[src/rtl/vga_sync_gen.sv]
module vga_sync_gen #(
  parameter int H_SYNC  = 96,
  parameter int H_BACK  = 48,
  parameter int H_VIS   = 640,
  parameter int H_FRONT = 16,
  parameter int V_SYNC  = 2,
  parameter int V_BACK  = 29,
  parameter int V_VIS   = 480,
  parameter int V_FRONT = 10,
  parameter int PIX_W   = 3,
  localparam int AW     = $clog2(H_VIS * V_VIS)
) (
  input  logic             clk,
  input  logic             rst,
  input  logic [PIX_W-1:0] pix_i,
  output logic [AW-1:0]    mem_addr,
  output logic             hsync_n,
  output logic             vsync_n,
  output logic             disp_en,
  output logic [PIX_W-1:0] rgb,
  output logic             frame_end
);
  localparam int H_TOTAL = H_SYNC + H_BACK + H_VIS + H_FRONT;
  localparam int V_TOTAL = V_SYNC + V_BACK + V_VIS + V_FRONT;
  localparam int HW      = $clog2(H_TOTAL);
  localparam int VW      = $clog2(V_TOTAL);
  localparam int H_ON    = H_SYNC + H_BACK;
  localparam int H_OFF   = H_ON + H_VIS;
  localparam int V_ON    = V_SYNC + V_BACK;
  localparam int V_OFF   = V_ON + V_VIS;

  logic [HW-1:0]    hcnt;
  logic [VW-1:0]    vcnt;
  logic             hs_flag, vs_flag;
  logic             hs_q, vs_q;
  logic             vis_d, de_q, eof_q;
  logic [PIX_W-1:0] rgb_q;

  wire line_end   = (hcnt == HW'(H_TOTAL - 1));
  wire frame_last = (vcnt == VW'(V_TOTAL - 1));

  always_ff @(posedge clk) begin
    if (rst)           hcnt <= '0;
    else if (line_end) hcnt <= '0;
    else               hcnt <= hcnt + 1'b1;
  end

  always_ff @(posedge clk) begin
    if (rst)           vcnt <= '0;
    else if (line_end) vcnt <= frame_last ? '0 : vcnt + 1'b1;
  end

  always_ff @(posedge clk) begin
    if (rst)                         hs_flag <= 1'b0;
    else if (hcnt == '0)             hs_flag <= 1'b1;
    else if (hcnt == HW'(H_SYNC))    hs_flag <= 1'b0;
  end

  always_ff @(posedge clk) begin
    if (rst) vs_flag <= 1'b0;
    else if (hcnt == '0) begin
      if (vcnt == '0)                vs_flag <= 1'b1;
      else if (vcnt == VW'(V_SYNC))  vs_flag <= 1'b0;
    end
  end

  wire h_in = (32'(hcnt) >= H_ON) && (32'(hcnt) < H_OFF);
  wire v_in = (32'(vcnt) >= V_ON) && (32'(vcnt) < V_OFF);
  wire vis  = h_in && v_in;

  wire [HW-1:0] col = hcnt - HW'(H_ON);
  wire [VW-1:0] row = vcnt - VW'(V_ON);

  assign mem_addr = vis ? (AW'(row) * AW'(H_VIS) + AW'(col)) : '0;

  always_ff @(posedge clk) begin
    if (rst) begin
      hs_q  <= 1'b0;
      vs_q  <= 1'b0;
      vis_d <= 1'b0;
      de_q  <= 1'b0;
      rgb_q <= '0;
      eof_q <= 1'b0;
    end else begin
      hs_q  <= hs_flag;
      vs_q  <= vs_flag;
      vis_d <= vis;
      de_q  <= vis_d;
      rgb_q <= vis_d ? pix_i : '0;
      eof_q <= line_end && frame_last;
    end
  end

  assign hsync_n   = ~hs_q;
  assign vsync_n   = ~vs_q;
  assign disp_en   = de_q;
  assign rgb       = rgb_q;
  assign frame_end = eof_q;

  AST_RESET_IDLE: assert property (@(posedge clk) $past(rst) |-> (hsync_n && vsync_n && !disp_en && !frame_end));
  AST_LINE_WRAP: assert property (@(posedge clk) disable iff (rst) line_end |=> (hcnt == '0));
  AST_HS_HOLD: assert property (@(posedge clk) disable iff (rst) (hcnt != '0 && hcnt != HW'(H_SYNC)) |=> $stable(hs_flag));
  AST_VCNT_HOLD: assert property (@(posedge clk) disable iff (rst) !line_end |=> $stable(vcnt));
  AST_VS_WITH_HS: assert property (@(posedge clk) disable iff (rst) $fell(vsync_n) |-> $fell(hsync_n));
  AST_EOF_SINGLE: assert property (@(posedge clk) disable iff (rst) frame_end |=> !frame_end);
  AST_ADDR_RANGE: assert property (@(posedge clk) disable iff (rst) 32'(mem_addr) < H_VIS * V_VIS);
  AST_BLANK_DARK: assert property (@(posedge clk) disable iff (rst) !disp_en |-> (rgb == '0));
endmodule

[config.mk]
export PLATFORM = sky130hd
export DESIGN_NAME = vga_sync_gen
export DESIGN_NICKNAME = d
export VERILOG_FILES = /design/src/rtl/vga_sync_gen.sv
export SDC_FILE = /design/constraint.sdc
export NUM_CORES = 1
export LEC_CHECK = 0
export BUFFER_PORTS_ARGS = -buffer_cell sky130_fd_sc_hd__buf_2
export CAP_MARGIN = 15
export CORE_ASPECT_RATIO = 0.5
export CORE_MARGIN = 5
export CORE_UTILIZATION = 40
export DETAILED_ROUTE_END_ITERATION = 10
export PLACE_DENSITY = 0.63
export SLEW_MARGIN = 40
export SYNTH_ARGS = -nofsm -noshare
export SYNTH_HDL_FRONTEND = slang
export SYNTH_SLANG_ARGS = --single-unit
[constraint.sdc]
create_clock -name clk -period 6.68 [get_ports clk]
set_input_delay 1.336 -clock clk [delete_from_list [all_inputs] [get_ports clk]]
set_output_delay 1.336 -clock clk [all_outputs]
set_load 0.01 [all_outputs]
==> qor.txt, run 1 <==
Clk Latency, worst-skew pair: 270 ps
leakage: 1.30 nW
setup TNS: 0 ps
Hold Crit Class: flip-flop to flip-flop
finished layout cell area: 2900 sq um
post-CTS resize count: 0
ys async rst share: 0%
R2R Setup Slk: 4340 ps
post-synthesis sequential area ratio: 23.8%
Slew Viols, Final: 0
Global Route Usage Sum: 14.4%
Routed Wire Length: 5480 um
Critical Path Fanout Max: 6
first-pass GRT wire length: 9540 um
final worst clock skew: 5.62 ps
layout cells sized above 1: 12.2%
via count: 2259
port bufs: 30
# fillers: 632
slowest CP cell: or4_1
sw frac: 17.4%
Core Region: 6110 sq um
end-of-flow core utilization: 47.5%
worst hold path depth: 2
Total Nets Final: 383
CTS tree: done
pin count of the biggest net entering global routing: 21
wire length on met2: 2540 um
cell taking the most area after synthesis: dfxtp_1
Reg2Reg Depth: 6
starting density of the core: 41.4%
initial antenna violation count: 0
Residual DRC: 0
Arr. time, crit path: 3820 ps
crit-path max cell delay: 530 ps
chip height: 66.2 um
Gate Count Post-Synth: 335
setup bufs post-CTS: 0
vias per cell: 5.13
Worst Setup Path Type: flip-flop to primary output
clk buf depth: 2
part of the cycle the worst path needs: 77.2%
vias in the first global route: 2095
top layer in use: met4
MaxCap Viol Count: 0
Main synth FF type: dfxtp_1
placed cells: 432
Netlist cell types: 49
synth cell count leaders: 45 x nor2_1, 30 x dfxtp_1, 25 x ha_1
Seq cells post-synth: 30
critical path capture point type: primary output
met1 wire length: 2750 um
Clk pin slew, worst setup/hold paths: 50 ps
Critical Path Source Type: flip-flop
DR WL/cell: 12.5 um
Synth area leaders: dfxtp_1 24%, ha_1 12%, xnor2_1 6.9%
PwrDens: 172 nW/um^2
Synth-to-Final Area Change: 15.0%
Tmin final: 5160 ps
io pins: 31
CP cell instances: ha_1 -> nand3_1 -> xnor2_1 -> ha_1 -> inv_1 -> fa_1 -> nor2b_1 -> o31ai_1 -> xnor2_1 -> nand3_1 -> or4_1 -> a21oi_1 -> buf_2
H-tree depth: 2
sequential power share: 37.0%
maximum VDD drop: 0.114 mV
RSZ-0062 raised after global routing: no
syn nets: 367
number of flops mapped to enable cells by yosys: 0
most frequent cell after synthesis: nor2_1
final HPWL from detailed placement: 4180 um
Tightest Pin Transition: 608 ps
internal power: 0.413 mW
Synth Cell Area: 2520 sq um
root buffer cell: clkbuf_16
Final GP Congestion: 0.841
Slew headroom: 59.4%
Die ar.: 8100 sq um
# clock sinks: 30
number of diodes: 0
outcome: completed
clock network power share: 59.8%
switching pwr: 0.0872 mW
final hold vios: 0
Fmax: 194 MHz
Avg Cell Area, Syn: 7.54 sq um
Non-Filler Instances: 440
DP Area: 2700 sq um
YS warnings: 0
Comb pwr share: 3.2%
post-route ant nets: 0
Die W: 122 um
WL met3: 146 um
Finish-stage setup viols: 0
Site Rows: 20
grt ovf: 0
1st-pass router iterations: 4
CTS Buf Count: 5
DRT iter0 DRCs: 95
CP required: 5340 ps
top-area cell type share of the netlist area: 23.8%
cts-stage hold buffer count: 0
## sequential cells by signal, indices dropped and copies added (netlist names)
register	cells
vcnt	10
hs_q	1
rgb	3
vs_q	1
frame_end	1
vis_d	1
vs_flag	1
disp_en	1
hcnt	10
hs_flag	1
## metal layers
metal / up-vias / track usage, %
met5: - / 0
met1: 1035 / 19.4
li1: 1187 / -
met3: 4 / 2.82
met2: 33 / 23.9
met4: 0 / 2.93
## cell usage in the layout, fill, tap and decap left out, types with 6 or more instances in the layout
cell     instances
nor2_1          45
dfxtp_1         30
buf_2           30
ha_1            25
a21oi_1         23
xnor2_1         20
inv_1           19
nand2_1         18
nand3_1         16
o21ai_0         13
xor2_1          12
nor3_1           9
or3_1            8
nor2b_1          6
## power groups by stage
stage	Combinational (mW)	Clock, mW	Sequential, mW
6_report	0.0158	0.299	0.185
5_1_grt	0.0185	0.315	0.186
4_1_cts	0.0162	0.304	0.185
3_5_place_dp	0.0161	0	0.189
3_3_place_gp	0.0156	0	0.189
2_1_floorplan	0.0121	0	0.188
## final timing paths
kind / from / end
worst max-delay path: vcnt[1] / mem_addr[17]
worst min-delay path: hs_flag / hs_q
worst max register to register: vcnt[5] / vcnt[5]
worst min register to register: hs_flag / hs_q
## layout make-up
class / instances / area, sq um / share of cell area, %
Multi-Input combinational cell: 264 / 1760 / 60.8
Clock inverter: 2 / 60.1 / 2.07
Sequential cell: 30 / 601 / 20.7
Tap cell: 88 / 110 / 3.79
Inverter: 19 / 71.3 / 2.46
Timing Repair Buffer: 31 / 158 / 5.43
Clock buffer: 6 / 139 / 4.78
## kinds of logic (layout without fill, tap and decap cells)
kind of cell,Yosys count,count (layout),share of synthesized area (%)
mux,1,1,0.396
fa+ha+maj,27,27,14.0
compound gates,65,65,16.4
simple gates,139,139,28.0
flops,30,30,23.8
buf+inv,41,58,6.34
xor+xnor,32,32,11.1
## per-stage QoR
step | hold slack, ps | setup WS, ps | power [mW]
after floorplan | 428 | 2140 | 0.200
after global placement | 444 | 1950 | 0.204
after detailed placement | 454 | 1830 | 0.205
after CTS | 465 | 1520 | 0.505
after global routing | 485 | 1210 | 0.519
final | 458 | 1520 | 0.500
## critical path, delay by kind of cell (launching register included)
family | cells | cell delay (ps)
flops | 1 | 410
xor+xnor | 2 | 480
compound gates | 2 | 250
simple gates | 4 | 1150
buf+inv | 2 | 200
fa+ha+maj | 3 | 1070
No activity file was read; power rests on OpenSTA's default activity.
==> inputs of run 2 (changes only) <==
--- a/config.mk
+++ b/config.mk
@@ -5,13 +5,14 @@
 export SDC_FILE = /design/constraint.sdc
 export NUM_CORES = 1
 export LEC_CHECK = 0
+export ABC_AREA = 1
 export BUFFER_PORTS_ARGS = -buffer_cell sky130_fd_sc_hd__buf_2
 export CAP_MARGIN = 15
 export CORE_ASPECT_RATIO = 0.5
 export CORE_MARGIN = 5
 export CORE_UTILIZATION = 40
 export DETAILED_ROUTE_END_ITERATION = 10
-export PLACE_DENSITY = 0.63
+export PLACE_DENSITY = 0.62
 export SLEW_MARGIN = 40
 export SYNTH_ARGS = -nofsm -noshare
 export SYNTH_HDL_FRONTEND = slang
==> constraint.sdc (replaced) <==
create_clock -name clk -period 5.25 [get_ports clk]
set_input_delay 1.05 -clock clk [delete_from_list [all_inputs] [get_ports clk]]
set_output_delay 1.05 -clock clk [all_outputs]
set_load 0.01 [all_outputs]
==> qor.txt, run 2 <==
outcome: completed (unchanged)
most frequent cell after synthesis: nand2_1 (was nor2_1)
Die ar.: 8260 sq um (was 8100 sq um)
post-synthesis sequential area ratio: 23.3% (was 23.8%)
number of flops mapped to enable cells by yosys: 0 (unchanged)
family with the most delay on the worst path: adder cells (was simple AND/OR/NAND/NOR gates)
most frequent cell on the critical path: nand2_1
pin count of the biggest net entering global routing: 17 (was 21)
Seq cells post-synth: 30 (unchanged)
io pins: 31 (unchanged)
syn nets: 434 (was 367)
Finish-stage setup viols: 0 (unchanged)
vias in the first global route: 2208 (was 2095)
chip height: 66.8 um (was 66.2 um)
cell taking the most area after synthesis: dfxtp_1 (unchanged)
# clock sinks: 30 (unchanged)
part of the cycle the worst path needs: 84.2%
via count: 2423 (was 2259)
DR WL/cell: 10.3 um (was 12.5 um)
final hold vios: 0 (unchanged)
Fmax: 226 MHz
PwrDens: 183 nW/um^2 (was 172 nW/um^2)
Arr. time, crit path: 3370 ps (was 3820 ps)
final worst clock skew: 7.60 ps (was 5.62 ps)
layout cells sized above 1: 16.5% (was 12.2%)
DRT iter0 DRCs: 130 (was 95)
Die W: 124 um (was 122 um)
Synth-to-Final Area Change: 15.0% (about the same)
root buffer cell: clkbuf_16 (unchanged)
Worst Setup Path Type: flip-flop to primary output (unchanged)
port bufs: 30 (unchanged)
MaxCap Viol Count: 0 (unchanged)
Residual DRC: 0 (unchanged)
Clk Latency, worst-skew pair: 280 ps (was 270 ps)
Global Route Usage Sum: 14.6% (was 14.4%)
Clk pin slew, worst setup/hold paths: 50 ps (about the same)
Core Region: 6160 sq um (was 6110 sq um)
synth cell count leaders: 97 x nand2_1, 68 x inv_1, 47 x nor2_1 (was 45 x nor2_1, 30 x dfxtp_1, 25 x ha_1)
initial antenna violation count: 0 (unchanged)
Critical Path Source Type: flip-flop (unchanged)
commonest non-fill, non-tap cell in the layout: nand2_1 (was nor2_1)
CTS tree: done (unchanged)
first-pass GRT wire length: 9700 um (was 9540 um)
grt ovf: 0 (unchanged)
Hold Crit Class: flip-flop to flip-flop (unchanged)
Avg Cell Area, Syn: 6.42 sq um (was 7.54 sq um)
Critical Path Fanout Max: 7 (was 6)
setup ws final: 827 ps (was 1520 ps)
H-tree depth: 2 (unchanged)
Synth area leaders: dfxtp_1 23%, nand2_1 14%, ha_1 12% (was dfxtp_1 24%, ha_1 12%, xnor2_1 6.9%)
maximum VDD drop: 0.103 mV (was 0.114 mV)
leakage: 1.54 nW (was 1.30 nW)
setup bufs post-CTS: 0 (unchanged)
critical path capture point type: primary output (unchanged)
crit-path max cell delay: 420 ps (was 530 ps)
setup TNS: 0 ps (unchanged)
CTS Buf Count: 5 (unchanged)
CP required: 4200 ps (was 5340 ps)
YS warnings: 0 (unchanged)
final HPWL from detailed placement: 4470 um (was 4180 um)
Routed Wire Length: 5430 um (was 5480 um)
DP Worst Slack: 1100 ps (was 1830 ps)
post-route ant nets: 0 (unchanged)
CP cell instances: inv_1 -> ha_1 -> ha_1 -> ha_1 -> inv_1 -> fa_1 -> nor2_1 -> nand3_1 -> nand2_1 -> nand2_1 -> inv_1 -> nand2_1 -> nor2_1 -> nand3_1 -> nand2_1 -> nor2_1 -> buf_2 (was ha_1 -> nand3_1 -> xnor2_1 -> ha_1 -> inv_1 -> fa_1 -> nor2b_1 -> o31ai_1 -> xnor2_1 -> nand3_1 -> or4_1 -> a21oi_1 -> buf_2)
Tmin final: 4420 ps
Final GP Congestion: 0.863 (was 0.841)
number of diodes: 0 (unchanged)
starting density of the core: 42.0% (was 41.4%)
ys async rst share: 0% (unchanged)
top-area cell type share of the netlist area: 23.3% (was 23.8%)
Total Nets Final: 468 (was 383)
clk buf depth: 2 (unchanged)
CP Buf/Inv Count: 4 (was 2)
post-CTS resize count: 0 (unchanged)
vias per cell: 4.62 (was 5.13)
Main synth FF type: dfxtp_1 (unchanged)
Slew Viols, Final: 0 (unchanged)
Site Rows: 20 (unchanged)
commonest cells after routing, fill and taps aside: 97 x nand2_1, 68 x inv_1, 47 x nor2_1, 30 x dfxtp_1, 30 x buf_2 (was 45 x nor2_1, 30 x dfxtp_1, 30 x buf_2, 25 x ha_1, 23 x a21oi_1)
Synth Cell Area: 2580 sq um (was 2520 sq um)
Slew headroom: 56.8% (was 59.4%)
1st-pass router iterations: 4 (unchanged)
slowest CP cell: fa_1 (was or4_1)
Tightest Pin Transition: 646 ps (was 608 ps)
Gate Count Post-Synth: 402 (was 335)
Netlist cell types: 35 (was 49)
RSZ-0062 raised after global routing: no (unchanged)
cts-stage hold buffer count: 0 (unchanged)
[run 2: changes by cell type after synthesis, sizes merged, moves of 5 or more]
cell / before / now
nand2: 18 / 104
inv: 19 / 74
xnor2: 20 / 1
clkbuf: 16 / 0
nand3: 16 / 31
nor2: 45 / 59
or3: 8 / 0
nor3: 9 / 16
nor2b: 6 / 0
and3: 5 / 0
nand2b: 5 / 0
o21ai: 13 / 8
[run 2: power by group]
group          switching [mW]  internal [mW]
sequential            0.00306          0.234
combinational          0.0151        0.00789
clock                  0.0969          0.187
[run 2: worst reg2reg max path, delay by kind of cell (launching register included)]
family                   cells  cell delay (ps)
AND/OR/NAND/NOR              4              850
flip-flops                   1              350
buffers and inverters        2              240
adder cells (fa/ha/maj)      1              240
AO/OA/AOI/OAI                2              140
[run 2: final cells by class]
type | count | area (sq um)
fill | 669 | 3190
multi-input combinational | 294 | 1680
sequential | 30 | 601
inverter | 75 | 282
timing repair buffer | 30 | 150
clock buffer | 6 | 139
tap | 88 | 110
clock inverter | 2 | 12.5
[run 2: path summary, 6_finish.rpt]
path / start / end / slack (ps) / depth (start not counted)
setup reg to reg: hcnt[5] / hcnt[8] / 3340 / 9
setup / recovery: vcnt[0] / mem_addr[18] / 830 / 17
hold / removal: vs_flag / vs_q / 420 / 2
hold reg to reg: vs_flag / vs_q / 420 / 2
[run 2: kinds of logic after synthesis]
kind of cell	count (synthesis)	synth area share, %
compound gates	37	8.72
xor+xnor	10	3.39
fa+ha+maj	27	13.7
buf+inv	78	11.8
flops	30	23.3
simple gates	220	39.1
[run 2: routing by layer]
metal / track usage, % / wire [um]
met1: 20.2 / 2900
met3: 2.54 / 182
met5: 0 / 0
met4: 4.14 / 71
met2: 23.1 / 2280
[run 2: stage by stage]
step / total power [mW] / hold WS [ps] / utilization [%] / std cells / cell area, sq um
CTS: 0.552 / 421 / 48.3 / 525 / 2970
floorplan: 0.258 / 397 / - / 402 / 2580
finish: 0.544 / 418 / 48.3 / 525 / 2970
detailed placement: 0.265 / 412 / 45.8 / 517 / 2820
global placement: 0.264 / 412 / 45.8 / 517 / 2820
global route: 0.567 / 430 / 48.3 / 525 / 2970
